File: config.mk
export PLATFORM = sky130hd
export DESIGN_NAME = hb_gate_ctrl
export DESIGN_NICKNAME = d
export VERILOG_FILES = /design/src/rtl/hb_gate_pkg.sv /design/src/rtl/hb_oc_guard.sv /design/src/rtl/hb_cmd_arbiter.sv /design/src/rtl/hb_gate_sequencer.sv /design/src/rtl/hb_gate_ctrl.sv
export SDC_FILE = /design/constraint.sdc
export NUM_CORES = 1
export LEC_CHECK = 0
export CELL_PAD_IN_SITES_DETAIL_PLACEMENT = 1
export CELL_PAD_IN_SITES_GLOBAL_PLACEMENT = 2
export CORE_ASPECT_RATIO = 2
export CORE_MARGIN = 4
export CORE_UTILIZATION = 37
export CTS_CLUSTER_DIAMETER = 40
export DETAILED_ROUTE_END_ITERATION = 10
export PLACE_DENSITY = 0.8
export SYNTH_ARGS = -nofsm -noshare
export SYNTH_HDL_FRONTEND = slang
export SYNTH_HIERARCHICAL = 1
export SYNTH_SLANG_ARGS = --single-unit
File: constraint.sdc
create_clock -name clk -period 6.1 [get_ports clk]
set_clock_uncertainty 0.2 [all_clocks]
set_input_delay 1.22 -clock clk [delete_from_list [all_inputs] [get_ports clk]]
set_output_delay 1.22 -clock clk [all_outputs]
set_load 0.05 [all_outputs]
File: src/rtl/hb_gate_pkg.sv
package hb_gate_pkg;

  typedef enum logic [1:0] {
    CMD_LOW   = 2'b00,
    CMD_HIGH  = 2'b01,
    CMD_REL   = 2'b10,
    CMD_REL_B = 2'b11
  } pwm_cmd_e;

  typedef enum logic [1:0] {
    SIDE_NONE = 2'b00,
    SIDE_HI   = 2'b01,
    SIDE_LO   = 2'b10
  } side_e;

endpackage

File: src/rtl/hb_oc_guard.sv
module hb_oc_guard
  import hb_gate_pkg::*;
#(
  parameter int CUR_W      = 10,
  parameter int AGE_W      = 7,
  parameter int BLANK_POS  = 22,
  parameter int BLANK_NEG  = 55,
  parameter int OC_POS_A   = 93,
  parameter int OC_NEG_A   = -45,
  parameter int ZERO_POS_A = 5,
  parameter int ZERO_NEG_A = -8
) (
  input  logic                    clk,
  input  logic                    rst_n,
  input  logic                    kill,
  input  logic                    hs_on,
  input  logic                    ls_on,
  input  logic [AGE_W-1:0]        on_age,
  input  logic signed [CUR_W-1:0] cur,
  output logic                    oc_pos,
  output logic                    oc_neg
);

  localparam logic [AGE_W-1:0]        BLK_P = AGE_W'(BLANK_POS);
  localparam logic [AGE_W-1:0]        BLK_N = AGE_W'(BLANK_NEG);
  localparam logic signed [CUR_W-1:0] TRIP_P = CUR_W'(OC_POS_A);
  localparam logic signed [CUR_W-1:0] TRIP_N = CUR_W'(OC_NEG_A);
  localparam logic signed [CUR_W-1:0] REL_P  = CUR_W'(ZERO_POS_A);
  localparam logic signed [CUR_W-1:0] REL_N  = CUR_W'(ZERO_NEG_A);

  logic pos_q, neg_q, pos_d, neg_d;
  logic trip_p, trip_n;

  // a trip is only armed once the gate has outlived its blanking window
  assign trip_p = hs_on && (on_age >= BLK_P) && (cur > TRIP_P);
  assign trip_n = ls_on && (on_age >= BLK_N) && (cur < TRIP_N);

  always_comb begin
    pos_d = pos_q;
    neg_d = neg_q;
    if (kill) begin
      pos_d = 1'b0;
      neg_d = 1'b0;
    end else if (pos_q) begin
      pos_d = !(cur <= REL_P);
    end else if (neg_q) begin
      neg_d = !(cur >= REL_N);
    end else begin
      pos_d = trip_p;
      neg_d = trip_n && !trip_p;
    end
  end

  always_ff @(posedge clk or negedge rst_n) begin
    if (!rst_n) begin
      pos_q <= 1'b0;
      neg_q <= 1'b0;
    end else begin
      pos_q <= pos_d;
      neg_q <= neg_d;
    end
  end

  assign oc_pos = pos_q;
  assign oc_neg = neg_q;

endmodule

File: src/rtl/hb_cmd_arbiter.sv
module hb_cmd_arbiter
  import hb_gate_pkg::*;
#(
  parameter int CUR_W      = 10,
  parameter int ZERO_POS_A = 5,
  parameter int ZERO_NEG_A = -8
) (
  input  logic                    clk,
  input  logic                    rst_n,
  input  logic                    kill,
  input  pwm_cmd_e                cmd,
  input  logic                    boot_uv,
  input  logic signed [CUR_W-1:0] cur,
  input  logic                    oc_pos,
  input  logic                    oc_neg,
  output side_e                   want
);

  localparam logic signed [CUR_W-1:0] WIN_HI = CUR_W'(ZERO_POS_A);
  localparam logic signed [CUR_W-1:0] WIN_LO = CUR_W'(ZERO_NEG_A);

  logic  was_active_q;
  logic  lock_q;
  side_e hold_q, hold_now;
  logic  released, in_window;

  assign released  = (cmd == CMD_REL) || (cmd == CMD_REL_B);
  assign in_window = (cur >= WIN_LO) && (cur <= WIN_HI);

  // freewheel hold: chosen on the release edge from the current direction
  always_comb begin
    hold_now = SIDE_NONE;
    if (!kill && released) begin
      if (was_active_q) begin
        if (cur > WIN_HI)      hold_now = SIDE_LO;
        else if (cur < WIN_LO) hold_now = SIDE_HI;
      end else if (hold_q != SIDE_NONE && !in_window) begin
        hold_now = hold_q;
      end
    end
  end

  always_comb begin
    if (kill)                        want = SIDE_NONE;
    else if (oc_pos)                 want = SIDE_LO;
    else if (oc_neg)                 want = SIDE_HI;
    else if (hold_now != SIDE_NONE)  want = hold_now;
    else if (cmd == CMD_HIGH)        want = lock_q ? SIDE_NONE : SIDE_HI;
    else if (cmd == CMD_LOW)         want = SIDE_LO;
    else                             want = SIDE_NONE;
  end

  always_ff @(posedge clk or negedge rst_n) begin
    if (!rst_n) begin
      was_active_q <= 1'b0;
      lock_q       <= 1'b0;
      hold_q       <= SIDE_NONE;
    end else begin
      was_active_q <= !released && !kill;
      lock_q       <= boot_uv || (lock_q && (cmd != CMD_LOW));
      hold_q       <= hold_now;
    end
  end

endmodule

File: src/rtl/hb_gate_sequencer.sv
module hb_gate_sequencer
  import hb_gate_pkg::*;
#(
  parameter int AGE_W   = 7,
  parameter int MIN_ON  = 20,
  parameter int DT_RISE = 1,
  parameter int DT_FALL = 3
) (
  input  logic             clk,
  input  logic             rst_n,
  input  logic             kill,
  input  side_e            want,
  output logic             hs_gate,
  output logic             ls_gate,
  output logic [AGE_W-1:0] on_age
);

  localparam logic [AGE_W-1:0] ONE     = AGE_W'(1);
  localparam logic [AGE_W-1:0] SAT     = {AGE_W{1'b1}};
  localparam logic [AGE_W-1:0] MIN_C   = AGE_W'(MIN_ON);
  localparam logic [AGE_W-1:0] GAP_HI  = AGE_W'(DT_RISE);
  localparam logic [AGE_W-1:0] GAP_LO  = AGE_W'(DT_FALL);

  logic             hs_q, ls_q, hs_d, ls_d;
  logic [AGE_W-1:0] on_q, off_q, on_d, off_d;

  always_comb begin
    hs_d = hs_q;
    ls_d = ls_q;
    if (kill) begin
      hs_d = 1'b0;
      ls_d = 1'b0;
    end else if (hs_q) begin
      if (want != SIDE_HI && on_q >= MIN_C) hs_d = 1'b0;
    end else if (ls_q) begin
      if (want != SIDE_LO) ls_d = 1'b0;
    end else if (want == SIDE_HI && off_q >= GAP_HI) begin
      hs_d = 1'b1;
    end else if (want == SIDE_LO && off_q >= GAP_LO) begin
      ls_d = 1'b1;
    end
  end

  // on_q: cycles the present gate has been on; off_q: cycles both off
  always_comb begin
    if (hs_d || ls_d) begin
      off_d = '0;
      if (hs_q || ls_q) on_d = (on_q == SAT) ? on_q : on_q + ONE;
      else              on_d = ONE;
    end else begin
      on_d = '0;
      if (hs_q || ls_q) off_d = ONE;
      else              off_d = (off_q == SAT) ? off_q : off_q + ONE;
    end
  end

  always_ff @(posedge clk or negedge rst_n) begin
    if (!rst_n) begin
      hs_q  <= 1'b0;
      ls_q  <= 1'b0;
      on_q  <= '0;
      off_q <= SAT;
    end else begin
      hs_q  <= hs_d;
      ls_q  <= ls_d;
      on_q  <= on_d;
      off_q <= off_d;
    end
  end

  assign hs_gate = hs_q;
  assign ls_gate = ls_q;
  assign on_age  = on_q;

endmodule

File: src/rtl/hb_gate_ctrl.sv
module hb_gate_ctrl
  import hb_gate_pkg::*;
#(
  parameter int CUR_W      = 10,
  parameter int MIN_ON     = 20,
  parameter int DT_RISE    = 1,
  parameter int DT_FALL    = 3,
  parameter int BLANK_POS  = 22,
  parameter int BLANK_NEG  = 55,
  parameter int OC_POS_A   = 93,
  parameter int OC_NEG_A   = -45,
  parameter int ZERO_POS_A = 5,
  parameter int ZERO_NEG_A = -8
) (
  input  logic                    clk,
  input  logic                    rst_n,
  input  logic                    run_en,
  input  logic                    supply_fault,
  input  logic [1:0]              pwm_state,
  input  logic                    boot_uv,
  input  logic signed [CUR_W-1:0] sw_current,
  output logic                    hs_gate,
  output logic                    ls_gate,
  output logic                    fault_n
);

  localparam int T_A     = (MIN_ON > BLANK_POS) ? MIN_ON : BLANK_POS;
  localparam int T_B     = (T_A > BLANK_NEG) ? T_A : BLANK_NEG;
  localparam int T_C     = (DT_RISE > DT_FALL) ? DT_RISE : DT_FALL;
  localparam int AGE_MAX = (T_B > T_C) ? T_B : T_C;
  localparam int AGE_W   = $clog2(AGE_MAX + 1) + 1;

  logic             kill;
  logic             oc_pos, oc_neg;
  side_e            want;
  logic [AGE_W-1:0] on_age;

  assign kill = !run_en || supply_fault;

  hb_cmd_arbiter #(
    .CUR_W(CUR_W), .ZERO_POS_A(ZERO_POS_A), .ZERO_NEG_A(ZERO_NEG_A)
  ) u_arb (
    .clk(clk), .rst_n(rst_n), .kill(kill),
    .cmd(pwm_cmd_e'(pwm_state)), .boot_uv(boot_uv), .cur(sw_current),
    .oc_pos(oc_pos), .oc_neg(oc_neg), .want(want)
  );

  hb_gate_sequencer #(
    .AGE_W(AGE_W), .MIN_ON(MIN_ON), .DT_RISE(DT_RISE), .DT_FALL(DT_FALL)
  ) u_seq (
    .clk(clk), .rst_n(rst_n), .kill(kill), .want(want),
    .hs_gate(hs_gate), .ls_gate(ls_gate), .on_age(on_age)
  );

  hb_oc_guard #(
    .CUR_W(CUR_W), .AGE_W(AGE_W), .BLANK_POS(BLANK_POS), .BLANK_NEG(BLANK_NEG),
    .OC_POS_A(OC_POS_A), .OC_NEG_A(OC_NEG_A),
    .ZERO_POS_A(ZERO_POS_A), .ZERO_NEG_A(ZERO_NEG_A)
  ) u_oc (
    .clk(clk), .rst_n(rst_n), .kill(kill),
    .hs_on(hs_gate), .ls_on(ls_gate), .on_age(on_age), .cur(sw_current),
    .oc_pos(oc_pos), .oc_neg(oc_neg)
  );

  assign fault_n = !(oc_pos || oc_neg);

endmodule

==> results of run 1 <==
## cells in the final DEF, fill, tap and decap left out, drive strengths merged, types with 2 or more instances in the layout
master         Yosys  layout
clkdlybuf4s50      0      19
dfrtp             15      15
inv               11      11
nor2               9       9
a211oi             9       9
a21oi              7       7
dfstp              7       7
nand2              6       6
nand3              5       5
nor4               5       5
clkbuf             1       4
o21ai              4       4
a31oi              4       4
xnor2              4       4
ha                 4       4
and2               4       4
nand4              3       3
or3                3       3
o32ai              3       3
a21o               3       3
and3               3       3
nand2b             3       3
and4               3       3
o31a               2       2
a2111oi            2       2
nor3               2       2
mux2i              2       2
xor2               2       2
o211ai             2       2
or2                2       2
## per-layer routing
| metal | wire length, µm | GRT usage, % |
|---|---|---|
| met1 | 1415 | 17.46 |
| met2 | 2533 | 34.58 |
| met3 | 131 | 3.379 |
| met4 | 58 | 5.906 |
| met5 | 0 | 0 |
## report_power, final
part           internal, mW  total (mW)  switching [mW]
clock network        0.0576       0.105          0.0478
logic                0.0679       0.131          0.0630
registers             0.190       0.233          0.0436
## cells in the mapped netlist, types with 3 or more instances
cell type / n
or3_1: 3
a21o_1: 3
nand4_1: 3
and3_1: 3
ha_1: 4
dfstp_2: 7
dfrtp_1: 15
o21ai_0: 4
nor2_1: 9
a21oi_1: 7
and2_1: 3
o32ai_1: 3
a31oi_1: 4
nand2_1: 6
nor4_2: 3
xnor2_1: 4
a211oi_1: 9
inv_1: 9
nand3_1: 5
## cell families after synthesis
kind of cell	count (synthesis)	synth area share (%)
XOR/XNOR	6	3.574
AO/OA/AOI/OAI	47	25.45
buffers and inverters	14	3.829
adder cells (fa/ha/maj)	4	3.404
flip-flops	22	38.04
AND/OR/NAND/NOR	55	24.34
multiplexers	2	1.362
## worst min-delay path: cells and delay by family (launching register included)
kind               cells  cell delay [ns]
DFF                    1             0.35
AOI/OAI and AO/OA      1             0.09
and+or+nand+nor        1             0.07
## final cells by class
cell class,instances,area (µm²)
fill,471,2077
multi-input combinational,114,854.6
sequential,22,559.3
timing repair buffer,19,190.2
tap,51,63.81
clock buffer,4,55.05
inverter,11,43.79
## path summary, 6_finish.rpt
path,start,cells past startpoint,slack [ns],end
worst max-delay path,supply_fault,10,2.06,u_seq/on_age[5]$_DFFE_PN0P_
worst min-delay path,u_arb/lock_q$_DFF_PN0_,2,0.34,u_arb/lock_q$_DFF_PN0_
worst max register to register,u_arb/was_active_q$_DFF_PN0_,7,3.61,u_seq/on_age[5]$_DFFE_PN0P_
worst min register to register,u_arb/lock_q$_DFF_PN0_,2,0.34,u_arb/lock_q$_DFF_PN0_
max in group asynchronous,rst_n,1,3.77,u_oc/oc_neg$_DFFE_PN0P_
min in group asynchronous,rst_n,1,1.32,u_arb/hold_q[1]$_DFF_PN0_
## state kept, by name, summed over array words and instances (netlist names)
| name | cells |
|---|---|
| u_oc/oc_pos | 1 |
| u_arb/hold_q | 2 |
| u_seq/ls_gate | 1 |
| u_oc/oc_neg | 1 |
| u_seq/on_age | 7 |
| u_arb/was_active_q | 1 |
| u_arb/lock_q | 1 |
| u_seq/off_q | 7 |
| u_seq/hs_gate | 1 |
## stage by stage
stage / cell area, µm² / cells
floorplan: 1470 / 150
global placement: 1712 / 217
detailed placement: 1712 / 217
CTS: 1767 / 221
global route: 1767 / 221
finish: 1767 / 221
==> impl_metrics.env, run 1 <==
export IMPL_worstMarginPinSlew_ns=1.024
export IMPL_antenna_found_initial=0
export IMPL_syn_nets=171
export IMPL_ir_worst_vdd_v=0.0001859
export IMPL_diodes=0
export IMPL_area_growth_pct=20.17
export IMPL_grt_pass1_vias=1400
export IMPL_synth_top_area_share_pct=25.53
export IMPL_ys_flop_type="dfrtp_1"
export IMPL_clock_sinks=22
export IMPL_worstSetupPathType="input port to register"
export IMPL_setup_ws_ns=2.063
export IMPL_total_power_mw=0.4695
export IMPL_synth_warnings=6
export IMPL_worstPathCellList="clkdlybuf4s50_1 -> nand2b_1 -> and2b_1 -> o21ai_0 -> o32ai_1 -> o31a_1 -> or3b_1 -> a21oi_1 -> o41ai_4 -> a221oi_1"
export IMPL_cts_buffers_inserted=3
export IMPL_setup_viol=0
export IMPL_min_period_ns=4.037
export IMPL_drt_wl_total_mm=4.138
export IMPL_worstPathArrival_ns=4.00
export IMPL_power_density_mw_per_mm2=265.8
export IMPL_cp_num_buf_inv=1
export IMPL_io_buffer_count=19
export IMPL_rsz0062_at_grt="no"
export IMPL_cts_tree="done"
export IMPL_grt_total_usage_pct=17.87
export IMPL_dpl_hpwl_mm=3.248
export IMPL_drc=0
export IMPL_postSynthAreaPerCell_um2=9.801
export IMPL_num_io_pins=20
export IMPL_p_leak_nw=0.6796
export IMPL_slew_headroom_pct=31.51
export IMPL_maxCapViolations=0
export IMPL_outcome="completed"
export IMPL_vias_per_cell=5.950
export IMPL_cts_setup_buffers=0
export IMPL_syn_cell_area_mm2=0.001470
export IMPL_fin_nets=192
export IMPL_drtIter0Drc=11
export IMPL_die_area_mm2=0.005107
export IMPL_initial_utilization_pct=38.25
export IMPL_fin_crit_sh_pct=66.18
export IMPL_tns_ns=0
export IMPL_path_clk_slew_ns=0.08
export IMPL_cpLargestDelayFamily="compound AO/OA/AOI/OAI gates"
export IMPL_worstPathMaxFanout=10
export IMPL_cts_root_buf="clkbuf_8"
export IMPL_place_congestion=0.7924
export IMPL_htree_levels=1
export IMPL_utilization_pct=45.96
export IMPL_clk_latency_ns=0.26
export IMPL_grt_pass1_wl_mm=6.865
export IMPL_drive_gt1_share_pct=14.12
export IMPL_min_delay_path_class="register to register"
export IMPL_synth_area_leader_cell="dfrtp_1"
export IMPL_first_pass_iters=4
export IMPL_synth_area_leaders="dfrtp_1, dfstp_2, a211oi_1"
export IMPL_cts_resized=0
export IMPL_postSynthCellCount=150
export IMPL_setup_worst_path_end_class="register"
export IMPL_avgRoutedWirePerCell_um=18.72
export IMPL_slew_viol_final=0
export IMPL_hold_viol=0
export IMPL_seq_area_frac_synth_pct=38.04
export IMPL_synth_cell_type_count=57
export IMPL_fmax_mhz=247.7
export IMPL_ant_nets=0
export IMPL_core_mm2=0.003844
export IMPL_ys_async_sr_fraction_pct=100.0
export IMPL_rows=32
export IMPL_required_ns=6.06
export IMPL_grt_max_degree=23
export IMPL_crit_slowest_cell="clkdlybuf4s50_1"
export IMPL_ys_seq_elements=22
export IMPL_synth_edff_count=0
export IMPL_vias=1315
export IMPL_die_x_um=52.57
export IMPL_cts_hold_buf=0
export IMPL_whs_ns=0.3382
export IMPL_cts_path_max_buffers=2
export IMPL_dp_worst_setup_slack_ns=1.751
export IMPL_overflow=0
export IMPL_die_h_um=97.15
export IMPL_start_kind="input port"
export IMPL_critPathMaxStageDelay_ns=0.39
Power figures use the tool's default switching activity.
==> inputs of run 2 (changes only) <==
--- a/config.mk
+++ b/config.mk
@@ -9,10 +9,10 @@
 export CELL_PAD_IN_SITES_GLOBAL_PLACEMENT = 2
 export CORE_ASPECT_RATIO = 2
 export CORE_MARGIN = 4
-export CORE_UTILIZATION = 37
+export CORE_UTILIZATION = 34
 export CTS_CLUSTER_DIAMETER = 40
 export DETAILED_ROUTE_END_ITERATION = 10
-export PLACE_DENSITY = 0.8
+export PLACE_DENSITY = 0.74
 export SYNTH_ARGS = -nofsm -noshare
 export SYNTH_HDL_FRONTEND = slang
 export SYNTH_HIERARCHICAL = 1
==> constraint.sdc (replaced) <==
create_clock -name clk -period 3.9 [get_ports clk]
set_clock_uncertainty 0.2 [all_clocks]
set_input_delay 0.78 -clock clk [delete_from_list [all_inputs] [get_ports clk]]
set_output_delay 0.78 -clock clk [all_outputs]
set_load 0.05 [all_outputs]
==> impl_metrics.env, run 2 (synthesis results as in run 1) <==
export IMPL_outcome="completed"
export IMPL_die_area_mm2=0.005504
export IMPL_pwr_share_comb_pct=29.1
export IMPL_antenna_found_initial=0
export IMPL_first_pass_iters=3
export IMPL_min_to="u_arb/lock_q$_DFF_PN0_"
export IMPL_place_congestion=0.7352
export IMPL_tns_ns=0
export IMPL_cts_hold_buf=0
export IMPL_slew_headroom_pct=31.08
export IMPL_ff2ff_setup_slack_ns=1.35
export IMPL_drtIter0Drc=20
export IMPL_rsz0062_at_grt="no"
export IMPL_utilization_pct=42.94
export IMPL_overflow=0
export IMPL_hold_viol=0
export IMPL_cts_setup_buffers=0
export IMPL_drt_wl_total_mm=4.137
export IMPL_dpl_hpwl_mm=3.264
export IMPL_clkPwrFrac_pct=19.8
export IMPL_setup_viol=0
export IMPL_min_delay_path_class="register to register"
export IMPL_p_sw_share_pct=33.38
export IMPL_layout_commonest_cell="clkdlybuf4s50_1"
export IMPL_power_share_sequential_pct=51.0
export IMPL_holdPathStages=2
export IMPL_r2r_cells=7
export IMPL_setup_worst_path_end_class="register"
export IMPL_grt_pass1_vias=1404
export IMPL_die_x_um=54.50
export IMPL_initial_utilization_pct=35.61
export IMPL_clk_latency_ns=0.26
export IMPL_power_density_mw_per_mm2=404.3
export IMPL_start_kind="input port"
export IMPL_rows=33
export IMPL_grt_max_degree=23
export IMPL_path_clk_slew_ns=0.08
export IMPL_power_switching_mw=0.2393
export IMPL_core_mm2=0.004129
export IMPL_drive_gt1_share_pct=14.53
export IMPL_r2r_start="u_arb/was_active_q$_DFF_PN0_"
export IMPL_diodes=0
export IMPL_worstSetupPathType="input port to register"
export IMPL_grt_total_usage_pct=16.58
export IMPL_cts_path_max_buffers=2
export IMPL_vias_per_cell=5.710
export IMPL_required_ns=3.86
export IMPL_cts_root_buf="clkbuf_8"
export IMPL_clock_sinks=22
export IMPL_fin_crit_sh_pct=89.54
export IMPL_cts_resized=0
export IMPL_grt_pass1_wl_mm=6.727
export IMPL_crit_reg2reg_capture="u_seq/on_age[5]$_DFFE_PN0P_"
export IMPL_worstPathMaxFanout=10
export IMPL_die_h_um=101.0
export IMPL_num_io_pins=20
export IMPL_hold_start="u_arb/lock_q$_DFF_PN0_"
export IMPL_maxCapViolations=0
export IMPL_worstMarginPinSlew_ns=1.031
export IMPL_io_buffer_count=19
export IMPL_drc=0
export IMPL_avgRoutedWirePerCell_um=18.47
export IMPL_fin_nets=194
export IMPL_p_int_mw=0.4775
export IMPL_min_period_ns=3.492
export IMPL_cts_tree="done"
export IMPL_fmax_mhz=286.4
export IMPL_ir_worst_vdd_v=0.0003025
export IMPL_most_common_layout_cells="clkdlybuf4s50_1, dfrtp_1, nor2_1, a211oi_1, inv_1"
export IMPL_p_leak_nw=0.6829
export IMPL_slew_viol_final=0
export IMPL_vias=1279
export IMPL_worstPathArrival_ns=3.45
export IMPL_ant_nets=0
export IMPL_cts_buffers_inserted=3
export IMPL_area_growth_pct=20.60
export IMPL_htree_levels=1
==> run 2: cell types whose count changed in the layout (fill, tap and decap cells not counted) <==
cell	previous run	this run
clkbuf_8	4	3
buf_4	0	2
clkbuf_1	0	1
==> run 2: worst max path at each step <==
stage	startpoint	endpoint	slack [ns]	depth (start not counted)
after floorplan	supply_fault	u_seq/on_age[5]$_DFFE_PN0P_	0.80	9
final	sw_current[3]	u_seq/on_age[5]$_DFFE_PN0P_	0.41	9
after global routing	sw_current[3]	u_seq/on_age[5]$_DFFE_PN0P_	0.19	9
after CTS	sw_current[3]	u_seq/on_age[5]$_DFFE_PN0P_	0.41	9
after global placement	sw_current[2]	u_seq/off_q[5]$_DFFE_PN1P_	0.24	10
after detailed placement	sw_current[4]	u_seq/on_age[5]$_DFFE_PN0P_	0.14	9
==> run 2: through the flow <==
stage	power, mW	hold slack [ns]	worst slack (ns)	instance area (µm²)	cells
2_1_floorplan	0.4997	0.2759	0.7995	1470	150
3_3_place_gp	0.5694	0.3108	0.2363	1728	220
3_5_place_dp	0.5775	0.3753	0.1400	1728	220
4_1_cts	0.7304	0.3940	0.4092	1773	224
5_1_grt	0.7687	0.4322	0.1950	1773	224
6_report	0.7168	0.3713	0.4078	1773	224
==> run 2: power groups by stage <==
stage	clock network (mW)	logic [mW]	registers [mW]
finish	0.142	0.209	0.366
global route	0.166	0.228	0.374
CTS	0.152	0.214	0.365
detailed placement	0	0.209	0.369
global placement	0	0.203	0.366
floorplan	0	0.147	0.353
==> run 2: routing by layer <==
layer,GRT usage (%),share of wire (%),up-vias
met3,2.370,2.1,2
met5,0,0,-
met4,4.607,0.89,0
met1,16.76,38,634
met2,32.41,59,15
li1,-,-,628
==> run 2: layout make-up <==
class	instances	area (µm²)
fillers	478	2356
multi-input cells	114	854.6
flip-flops and latches	22	559.3
repair buffers	21	205.2
well taps	52	65.06
clock buffers	4	45.04
inverters	11	43.79
==> run 2: critical path, cell delays in order <==
cell and delay [ns]:
clkdlybuf4s50_1 0.51, nor4_2 0.37, a21oi_1 0.11, o211a_1 0.24, o31a_1 0.30, or3b_1 0.36
a21oi_1 0.26, o41ai_4 0.21, a221oi_1 0.31
